**src/rtl/sio_pkg.sv**
```systemverilog
package sio_pkg;

   localparam int CFG_W = 4;
   localparam int MIN_BITS = 5;

   typedef enum logic [2:0] {
      ST_IDLE,
      ST_START,
      ST_DATA,
      ST_PARITY,
      ST_STOP,
      ST_DRAIN
   } rx_state_e;

   // Clamp a requested data-bit count into MIN_BITS..max_bits
   function automatic logic [CFG_W-1:0] clamp_bits(input logic [CFG_W-1:0] req,
                                                   input logic [CFG_W-1:0] max_bits);
      if (req < CFG_W'(MIN_BITS)) return CFG_W'(MIN_BITS);
      if (req > max_bits)         return max_bits;
      return req;
   endfunction

endpackage

```
**src/rtl/sio_line_sync.sv**
```systemverilog
module sio_line_sync #(
   parameter int STAGES = 2
) (
   input  logic clk,
   input  logic rst_n,
   input  logic tick,
   input  logic rx_in,
   output logic line_lvl,
   output logic line_edge
);

   logic [STAGES-1:0] chain;
   logic              prev_lvl;

   generate
      if (STAGES < 2) begin : g_bad_stages
         $error("sio_line_sync: STAGES must be at least 2");
      end
   endgenerate

   // metastability chain, idle level is high
   always_ff @(posedge clk or negedge rst_n) begin
      if (!rst_n) chain <= '1;
      else        chain <= {chain[STAGES-2:0], rx_in};
   end

   assign line_lvl = chain[STAGES-1];

   // level seen at the previous sample tick
   always_ff @(posedge clk or negedge rst_n) begin
      if (!rst_n)    prev_lvl <= 1'b1;
      else if (tick) prev_lvl <= line_lvl;
   end

   assign line_edge = tick & (line_lvl ^ prev_lvl);

endmodule

```
**src/rtl/sio_bit_engine.sv**
```systemverilog
module sio_bit_engine
   import sio_pkg::*;
#(
   parameter int OVS = 16,
   parameter int DW  = 9
) (
   input  logic             clk,
   input  logic             rst_n,
   input  logic             tick,
   input  logic             line_lvl,
   input  logic             line_edge,
   input  logic [CFG_W-1:0] cfg_bits,
   input  logic             cfg_par_en,
   input  logic             cfg_par_odd,
   input  logic             cfg_two_stop,
   output logic             frame_done,
   output logic [DW-1:0]    frame_data,
   output logic             frame_perr,
   output logic             frame_ferr
);

   localparam int CW   = $clog2(OVS);
   localparam int HALF = OVS / 2;
   localparam int NBW  = $clog2(DW + 1);
   localparam logic [CW-1:0] RELOAD_FULL = CW'(OVS - 1);
   localparam logic [CW-1:0] RELOAD_HALF = CW'(HALF - 2);

   rx_state_e        state;
   logic [CW-1:0]    cnt;
   logic [CFG_W-1:0] bit_idx;
   logic [CFG_W-1:0] nb_l;
   logic             pen_l, podd_l, two_l;
   logic             stop_idx;
   logic [DW-1:0]    sr;
   logic             par_acc;
   logic             perr_r, ferr_r, done_r;
   logic [NBW-1:0]   shift_amt;
   logic             in_frame;

   assign in_frame = (state == ST_DATA) || (state == ST_PARITY) || (state == ST_STOP);

   always_ff @(posedge clk or negedge rst_n) begin
      if (!rst_n) begin
         state    <= ST_IDLE;
         cnt      <= '0;
         bit_idx  <= '0;
         nb_l     <= CFG_W'(DW);
         pen_l    <= 1'b0;
         podd_l   <= 1'b0;
         two_l    <= 1'b0;
         stop_idx <= 1'b0;
         sr       <= '0;
         par_acc  <= 1'b0;
         perr_r   <= 1'b0;
         ferr_r   <= 1'b0;
         done_r   <= 1'b0;
      end else begin
         done_r <= 1'b0;
         if (tick) begin
            if (state == ST_IDLE) begin
               if (!line_lvl) begin
                  state  <= ST_START;
                  cnt    <= RELOAD_HALF;
                  nb_l   <= clamp_bits(cfg_bits, CFG_W'(DW));
                  pen_l  <= cfg_par_en;
                  podd_l <= cfg_par_odd;
                  two_l  <= cfg_two_stop;
               end
            end else if (state == ST_START) begin
               if (line_lvl) begin
                  state <= ST_IDLE;            // spurious low pulse
               end else if (cnt == '0) begin
                  state    <= ST_DATA;
                  cnt      <= RELOAD_FULL;
                  bit_idx  <= '0;
                  par_acc  <= 1'b0;
                  perr_r   <= 1'b0;
                  ferr_r   <= 1'b0;
                  stop_idx <= 1'b0;
               end else begin
                  cnt <= cnt - 1'b1;
               end
            end else if (in_frame) begin
               if (line_edge) begin
                  cnt <= RELOAD_HALF;          // re-centre on a transition
               end else if (cnt != '0) begin
                  cnt <= cnt - 1'b1;
               end else begin
                  cnt <= RELOAD_FULL;
                  if (state == ST_DATA) begin
                     sr      <= {line_lvl, sr[DW-1:1]};
                     par_acc <= par_acc ^ line_lvl;
                     bit_idx <= bit_idx + 1'b1;
                     if (bit_idx == nb_l - 1'b1)
                        state <= pen_l ? ST_PARITY : ST_STOP;
                  end else if (state == ST_PARITY) begin
                     perr_r <= par_acc ^ line_lvl ^ podd_l;
                     state  <= ST_STOP;
                  end else begin
                     ferr_r <= ferr_r | ~line_lvl;
                     if (two_l && !stop_idx) begin
                        stop_idx <= 1'b1;
                     end else begin
                        done_r <= 1'b1;
                        state  <= line_lvl ? ST_IDLE : ST_DRAIN;
                     end
                  end
               end
            end else if (state == ST_DRAIN) begin
               if (line_lvl) state <= ST_IDLE;
            end else begin
               state <= ST_IDLE;
            end
         end
      end
   end

   assign shift_amt  = NBW'(DW) - NBW'(nb_l);
   assign frame_data = sr >> shift_amt;
   assign frame_done = done_r;
   assign frame_perr = perr_r;
   assign frame_ferr = ferr_r;

endmodule

```
**src/rtl/sio_break_det.sv**
```systemverilog
module sio_break_det
   import sio_pkg::*;
#(
   parameter int OVS = 16,
   parameter int DW  = 9
) (
   input  logic             clk,
   input  logic             rst_n,
   input  logic             tick,
   input  logic             line_lvl,
   input  logic [CFG_W-1:0] cfg_bits,
   input  logic             cfg_par_en,
   input  logic             cfg_two_stop,
   output logic             break_hit
);

   localparam int BW = $clog2(OVS * (DW + 4) + 2);

   logic [BW-1:0]    low_cnt;
   logic [BW-1:0]    char_ticks;
   logic [CFG_W-1:0] nb;

   assign nb         = clamp_bits(cfg_bits, CFG_W'(DW));
   assign char_ticks = BW'(OVS) * (BW'(2) + BW'(nb) + BW'(cfg_par_en) + BW'(cfg_two_stop));

   always_ff @(posedge clk or negedge rst_n) begin
      if (!rst_n) begin
         low_cnt   <= '0;
         break_hit <= 1'b0;
      end else begin
         break_hit <= 1'b0;
         if (tick) begin
            if (line_lvl) begin
               low_cnt <= '0;
            end else begin
               if (low_cnt == char_ticks) break_hit <= 1'b1;
               if (low_cnt != '1)         low_cnt   <= low_cnt + 1'b1;
            end
         end
      end
   end

endmodule

```
**src/rtl/sio_hold_reg.sv**
```systemverilog
module sio_hold_reg #(
   parameter int DW = 9
) (
   input  logic          clk,
   input  logic          rst_n,
   input  logic          load,
   input  logic [DW-1:0] load_data,
   input  logic          load_perr,
   input  logic          load_ferr,
   input  logic          break_hit,
   input  logic          rd,
   output logic [DW-1:0] data_q,
   output logic          valid_q,
   output logic          perr_q,
   output logic          ferr_q,
   output logic          ovr_q,
   output logic          brk_q
);

   always_ff @(posedge clk or negedge rst_n) begin
      if (!rst_n) begin
         data_q  <= '0;
         valid_q <= 1'b0;
         perr_q  <= 1'b0;
         ferr_q  <= 1'b0;
         ovr_q   <= 1'b0;
         brk_q   <= 1'b0;
      end else begin
         if (rd) begin
            valid_q <= 1'b0;
            ovr_q   <= 1'b0;
            brk_q   <= 1'b0;
         end
         if (load) begin
            if (valid_q && !rd) begin
               ovr_q <= 1'b1;
            end else begin
               data_q  <= load_data;
               perr_q  <= load_perr;
               ferr_q  <= load_ferr;
               valid_q <= 1'b1;
            end
         end
         if (break_hit) brk_q <= 1'b1;
      end
   end

endmodule

```
**src/rtl/sio_receiver.sv**
```systemverilog
module sio_receiver
   import sio_pkg::*;
#(
   parameter int OVERSAMPLE  = 16,
   parameter int DATA_MAX    = 9,
   parameter int SYNC_STAGES = 2
) (
   input  logic                clk,
   input  logic                rst_n,
   input  logic                sample_tick,
   input  logic                rx_line,
   input  logic [3:0]          cfg_data_bits,
   input  logic                cfg_parity_en,
   input  logic                cfg_parity_odd,
   input  logic                cfg_two_stop,
   input  logic                rd_strobe,
   output logic [DATA_MAX-1:0] rx_data,
   output logic                rx_valid,
   output logic                rx_perr,
   output logic                rx_ferr,
   output logic                rx_overrun,
   output logic                rx_break,
   output logic                rx_irq
);

   generate
      if (OVERSAMPLE != 8 && OVERSAMPLE != 16) begin : g_bad_ovs
         $error("sio_receiver: OVERSAMPLE must be 8 or 16");
      end
      if (DATA_MAX < MIN_BITS || DATA_MAX > 9) begin : g_bad_width
         $error("sio_receiver: DATA_MAX must lie in 5..9");
      end
   endgenerate

   logic                line_lvl;
   logic                line_edge;
   logic                frame_done;
   logic [DATA_MAX-1:0] frame_data;
   logic                frame_perr;
   logic                frame_ferr;
   logic                break_hit;

   sio_line_sync #(.STAGES(SYNC_STAGES)) u_sync (
      .clk       (clk),
      .rst_n     (rst_n),
      .tick      (sample_tick),
      .rx_in     (rx_line),
      .line_lvl  (line_lvl),
      .line_edge (line_edge)
   );

   sio_bit_engine #(.OVS(OVERSAMPLE), .DW(DATA_MAX)) u_engine (
      .clk          (clk),
      .rst_n        (rst_n),
      .tick         (sample_tick),
      .line_lvl     (line_lvl),
      .line_edge    (line_edge),
      .cfg_bits     (cfg_data_bits),
      .cfg_par_en   (cfg_parity_en),
      .cfg_par_odd  (cfg_parity_odd),
      .cfg_two_stop (cfg_two_stop),
      .frame_done   (frame_done),
      .frame_data   (frame_data),
      .frame_perr   (frame_perr),
      .frame_ferr   (frame_ferr)
   );

   sio_break_det #(.OVS(OVERSAMPLE), .DW(DATA_MAX)) u_break (
      .clk          (clk),
      .rst_n        (rst_n),
      .tick         (sample_tick),
      .line_lvl     (line_lvl),
      .cfg_bits     (cfg_data_bits),
      .cfg_par_en   (cfg_parity_en),
      .cfg_two_stop (cfg_two_stop),
      .break_hit    (break_hit)
   );

   sio_hold_reg #(.DW(DATA_MAX)) u_hold (
      .clk       (clk),
      .rst_n     (rst_n),
      .load      (frame_done),
      .load_data (frame_data),
      .load_perr (frame_perr),
      .load_ferr (frame_ferr),
      .break_hit (break_hit),
      .rd        (rd_strobe),
      .data_q    (rx_data),
      .valid_q   (rx_valid),
      .perr_q    (rx_perr),
      .ferr_q    (rx_ferr),
      .ovr_q     (rx_overrun),
      .brk_q     (rx_break)
   );

   assign rx_irq = rx_valid | rx_break;

endmodule

```
**config.mk**
```make
export PLATFORM = sky130hd
export DESIGN_NAME = sio_receiver
export DESIGN_NICKNAME = d
export VERILOG_FILES = /design/src/rtl/sio_pkg.sv /design/src/rtl/sio_line_sync.sv /design/src/rtl/sio_bit_engine.sv /design/src/rtl/sio_break_det.sv /design/src/rtl/sio_hold_reg.sv /design/src/rtl/sio_receiver.sv
export SDC_FILE = /design/constraint.sdc
export NUM_CORES = 1
export LEC_CHECK = 0
export BUFFER_PORTS_ARGS = -buffer_cell sky130_fd_sc_hd__buf_2
export CAP_MARGIN = 10
export CORE_MARGIN = 1
export CORE_UTILIZATION = 55
export CTS_CLUSTER_SIZE = 24
export DETAILED_ROUTE_END_ITERATION = 12
export PLACE_DENSITY = 0.7
export SYNTH_ARGS = -nofsm -noshare
export SYNTH_HDL_FRONTEND = slang
export SYNTH_SLANG_ARGS = --single-unit
```
**constraint.sdc**
```tcl
create_clock -name clk -period 5.6 [get_ports clk]
set_clock_uncertainty 0.1 [all_clocks]
set_input_delay 0.56 -clock clk [delete_from_list [all_inputs] [get_ports clk]]
set_output_delay 0.56 -clock clk [all_outputs]
set_load 0.05 [all_outputs]
```
==> metrics.md <==
| Metric | Value |
|---|---|
| Status | complete, no violations |
| RSZ-0062 raised after global routing | no |
| Via/cell ratio | 5.76 |
| Wire length per cell | 15.1 um |
| Int Pwr | 0.948 mW |
| Clk_lat worst skew | 340 ps |
| Cells along the critical path | inv_1, ha_1, nor4b_4, nand4_1, or3_1, o211ai_1 |
| DRT Pass-1 Iters | 4 |
| Pin count of the biggest net entering global routing | 59 |
| Post-synth EDFFs | 0 |
| Cell Rows | 27 |
| DR iter-0 viols | 88 |
| Top cells by area, synth | dfrtp_1 (40%), mux2_2 (5.1%), mux2i_1 (4.2%) |
| R2r startpoint | u_engine.cnt[0] |
| Worst slack at placement | 3170 ps |
| Postcts setup bufs | 0 |
| Critical-path top delay cell | nand4_1 |
| Max-slew violations | 0 |
| Leak | 1.64 nW |
| Critical Path Sink Type | register |
| Clock Sinks | 58 |
| Critical path type | reg -> reg |
| Synth-to-layout area growth | 10.4% |
| Sequential share of the synthesized area | 43.8% |
| Die X | 79.8 um |
| CP top delay family | simple AND/OR/NAND/NOR gates |
| Period utilisation layout | 42.6% |
| CTS Buf Count | 9 |
| Port bufs | 26 |
| Final WL | 6.54 mm |
| Final WS setup | 3210 ps |
| Core ar. | 5680 sq um |
| F_max | 0.419 GHz |
| Async SR Flop Fraction | 100% |
| GRT Total Usage | 23.4% |
| Switch Pwr | 0.561 mW |
| CTS tree | yes |
| Reg2Reg Setup Slack | 3210 ps |
| Ys Warns | 0 |
| Hold_buf cts | 0 |
| # diodes | 0 |
| Final nets | 378 |
| Via count | 2500 |
| Syn Nets | 355 |
| Slew @ Worst Pin | 716 ps |
| WP data arrival | 2530 ps |
| Synth Cell Area | 3330 sq um |
| Antenna violations before repair | 0 |
| Global placement routability congestion | 0.774 |
| Fillers | 479 |
| WHS Endpoint | u_sync.chain[0] |
| Post-route cell area | 3670 sq um |
| H-tree Lvls | 3 |
| Layout cells sized above 1 | 20.7% |
| Worst hold-check path type | in -> reg |
| Clk network pwr share | 24.8% |
| Clk root buf | clkbuf_8 |
| CTS max path bufs | 2 |
| Hold Crit Depth | 1 |
| Min Tclk post-route | 2390 ps |
| Cell taking the most area after synthesis | dfrtp_1 |
| # IOs | 27 |
| Reg power frac | 40.6% |
| Syn avg cell area | 9.96 sq um |
| Post-synthesis cell count | 334 |
| Commonest cells post-synth | dfrtp_1 (53), nand2_1 (33), o21ai_0 (28) |
| Final hold vios | 0 |
| HP Start | rx_line |
| Max-Cap Viols | 0 |
| First-pass GRT wire length | 11.3 mm |
| Library cells used by synthesis | 63 |
| Vias in the first global route | 2402 |
| Worst setup SP type | register |
| Post-Route Setup TNS | 0 ps |
| Slew headroom | 52.3% |
| Peak supply drop | 0.000273 V |
| Util after Layout | 64.7% |
| GRT overflow | 0 |
| Reg-to-reg endpoint | u_engine.par_acc |
| Ys flop type | dfrtp_1 |
| Cts repair resizes | 0 |
| Cell area power density | 411 nW/um^2 |
| Critical path buffer and inverter count | 1 |
| Most common cell in the netlist | dfrtp_1 |
| Post-synth top area share | 39.9% |
| Crit path max fanout | 14 |
| Switching Fraction | 37.2% |
| Required time worst endpoint | 5740 ps |
| Hpwl dp | 4.67 mm |
| Max stage delay on crit path | 550 ps |
| Die area | 6360 sq um |
| Post-synthesis register bit count | 58 |
| Placed cell areas | 3480 sq um |
| Final setup fails | 0 |
| DRC viols | 0 |
| Starting density of the core | 58.6% |
| DRT antenna net count | 0 |
| Comb pwr share | 34.7% |
| Clock slew at reported path FFs | 60 ps |
| R2R depth | 6 |
| Die extent in y | 79.8 um |
worst reg2reg max path, cell delays in order, from the launching register on:
cell      delay (ps)
dfrtp_1          390
inv_1             90
ha_1             250
nor4b_4          320
nand4_1          550
or3_1            520
o211ai_1          80
metal layers:
metal	global-route usage, %	vias up	wire (um)
li1	-	1247	-
met1	33.7	1183	3390
met2	33.0	57	2780
met3	4.91	13	246
met4	11.8	0	128
met5	0	-	0
power by group through the flow:
stage / sequential [mW] / clock, mW / combinational, mW
6_report: 0.612 / 0.374 / 0.523
4_1_cts: 0.610 / 0.382 / 0.526
3_5_place_dp: 0.617 / 0 / 0.522
2_1_floorplan: 0.546 / 0 / 0.483
5_1_grt: 0.627 / 0.402 / 0.598
3_3_place_gp: 0.614 / 0 / 0.509
area by class of cell:
| class | instances | area [sq um] | area share (%) |
|---|---|---|---|
| multi-input cells | 241 | 1720 | 46.9 |
| flip-flops and latches | 58 | 1460 | 39.7 |
| clock buffers | 13 | 149 | 4.05 |
| repair buffers | 27 | 138 | 3.75 |
| well taps | 72 | 90.1 | 2.45 |
| inverters | 20 | 75.1 | 2.04 |
| clock inverters | 3 | 40.0 | 1.09 |
kinds of logic after synthesis:
group / synth area share (%)
adders and majority gates: 3.61
muxes: 9.97
and+or+nand+nor: 16.3
xor gates and xnor gates: 4.48
DFF: 43.8
AOI/OAI and AO/OA: 17.5
buffers and inverters: 4.36
how the worst max path moves through the flow:
stage                     slack, ps        startpoint  cells after the start           endpoint
after floorplan                3420  cfg_data_bits[2]                      9  u_break.break_hit
after global placement         3240  cfg_data_bits[3]                      9  u_break.break_hit
after detailed placement       3170  cfg_data_bits[3]                      9  u_break.break_hit
after CTS                      3200   u_engine.cnt[0]                      6   u_engine.par_acc
after global routing           2940   u_engine.cnt[0]                      6   u_engine.par_acc
final                          3210   u_engine.cnt[0]                      6   u_engine.par_acc
layout by cell type (no fill, tap or decap), drive strengths merged, types with 6 or more instances in the layout:
| cell | Yosys | routed |
|---|---|---|
| nand2b | 6 | 6 |
| nor2b | 10 | 10 |
| nand3 | 7 | 7 |
| ha | 8 | 8 |
| inv | 20 | 20 |
| buf | 8 | 27 |
| mux2i | 14 | 14 |
| nor2 | 11 | 11 |
| dfrtp | 53 | 53 |
| o21ai | 29 | 29 |
| mux2 | 15 | 15 |
| o31ai | 7 | 7 |
| nand2 | 34 | 34 |
| clkbuf | 7 | 13 |
| a21oi | 13 | 13 |
| xnor2 | 12 | 12 |
stage by stage:
stage          hold WS [ps]  power, mW  instances
2_1_floorplan           164       1.03        334
3_3_place_gp            245       1.12        418
3_5_place_dp            247       1.14        418
4_1_cts                 205       1.52        434
5_1_grt                 204       1.63        434
6_report                220       1.51        434
flip-flops by register name, indices dropped and copies added (netlist names), 2 cells and up:
signal	cells
u_hold.data_q	9
u_engine.sr	9
u_sync.chain	2
u_engine.state	3
u_engine.cnt	4
u_break.low_cnt	8
u_engine.nb_l	4
u_engine.bit_idx	4
No activity file was read; power rests on OpenSTA's default activity.
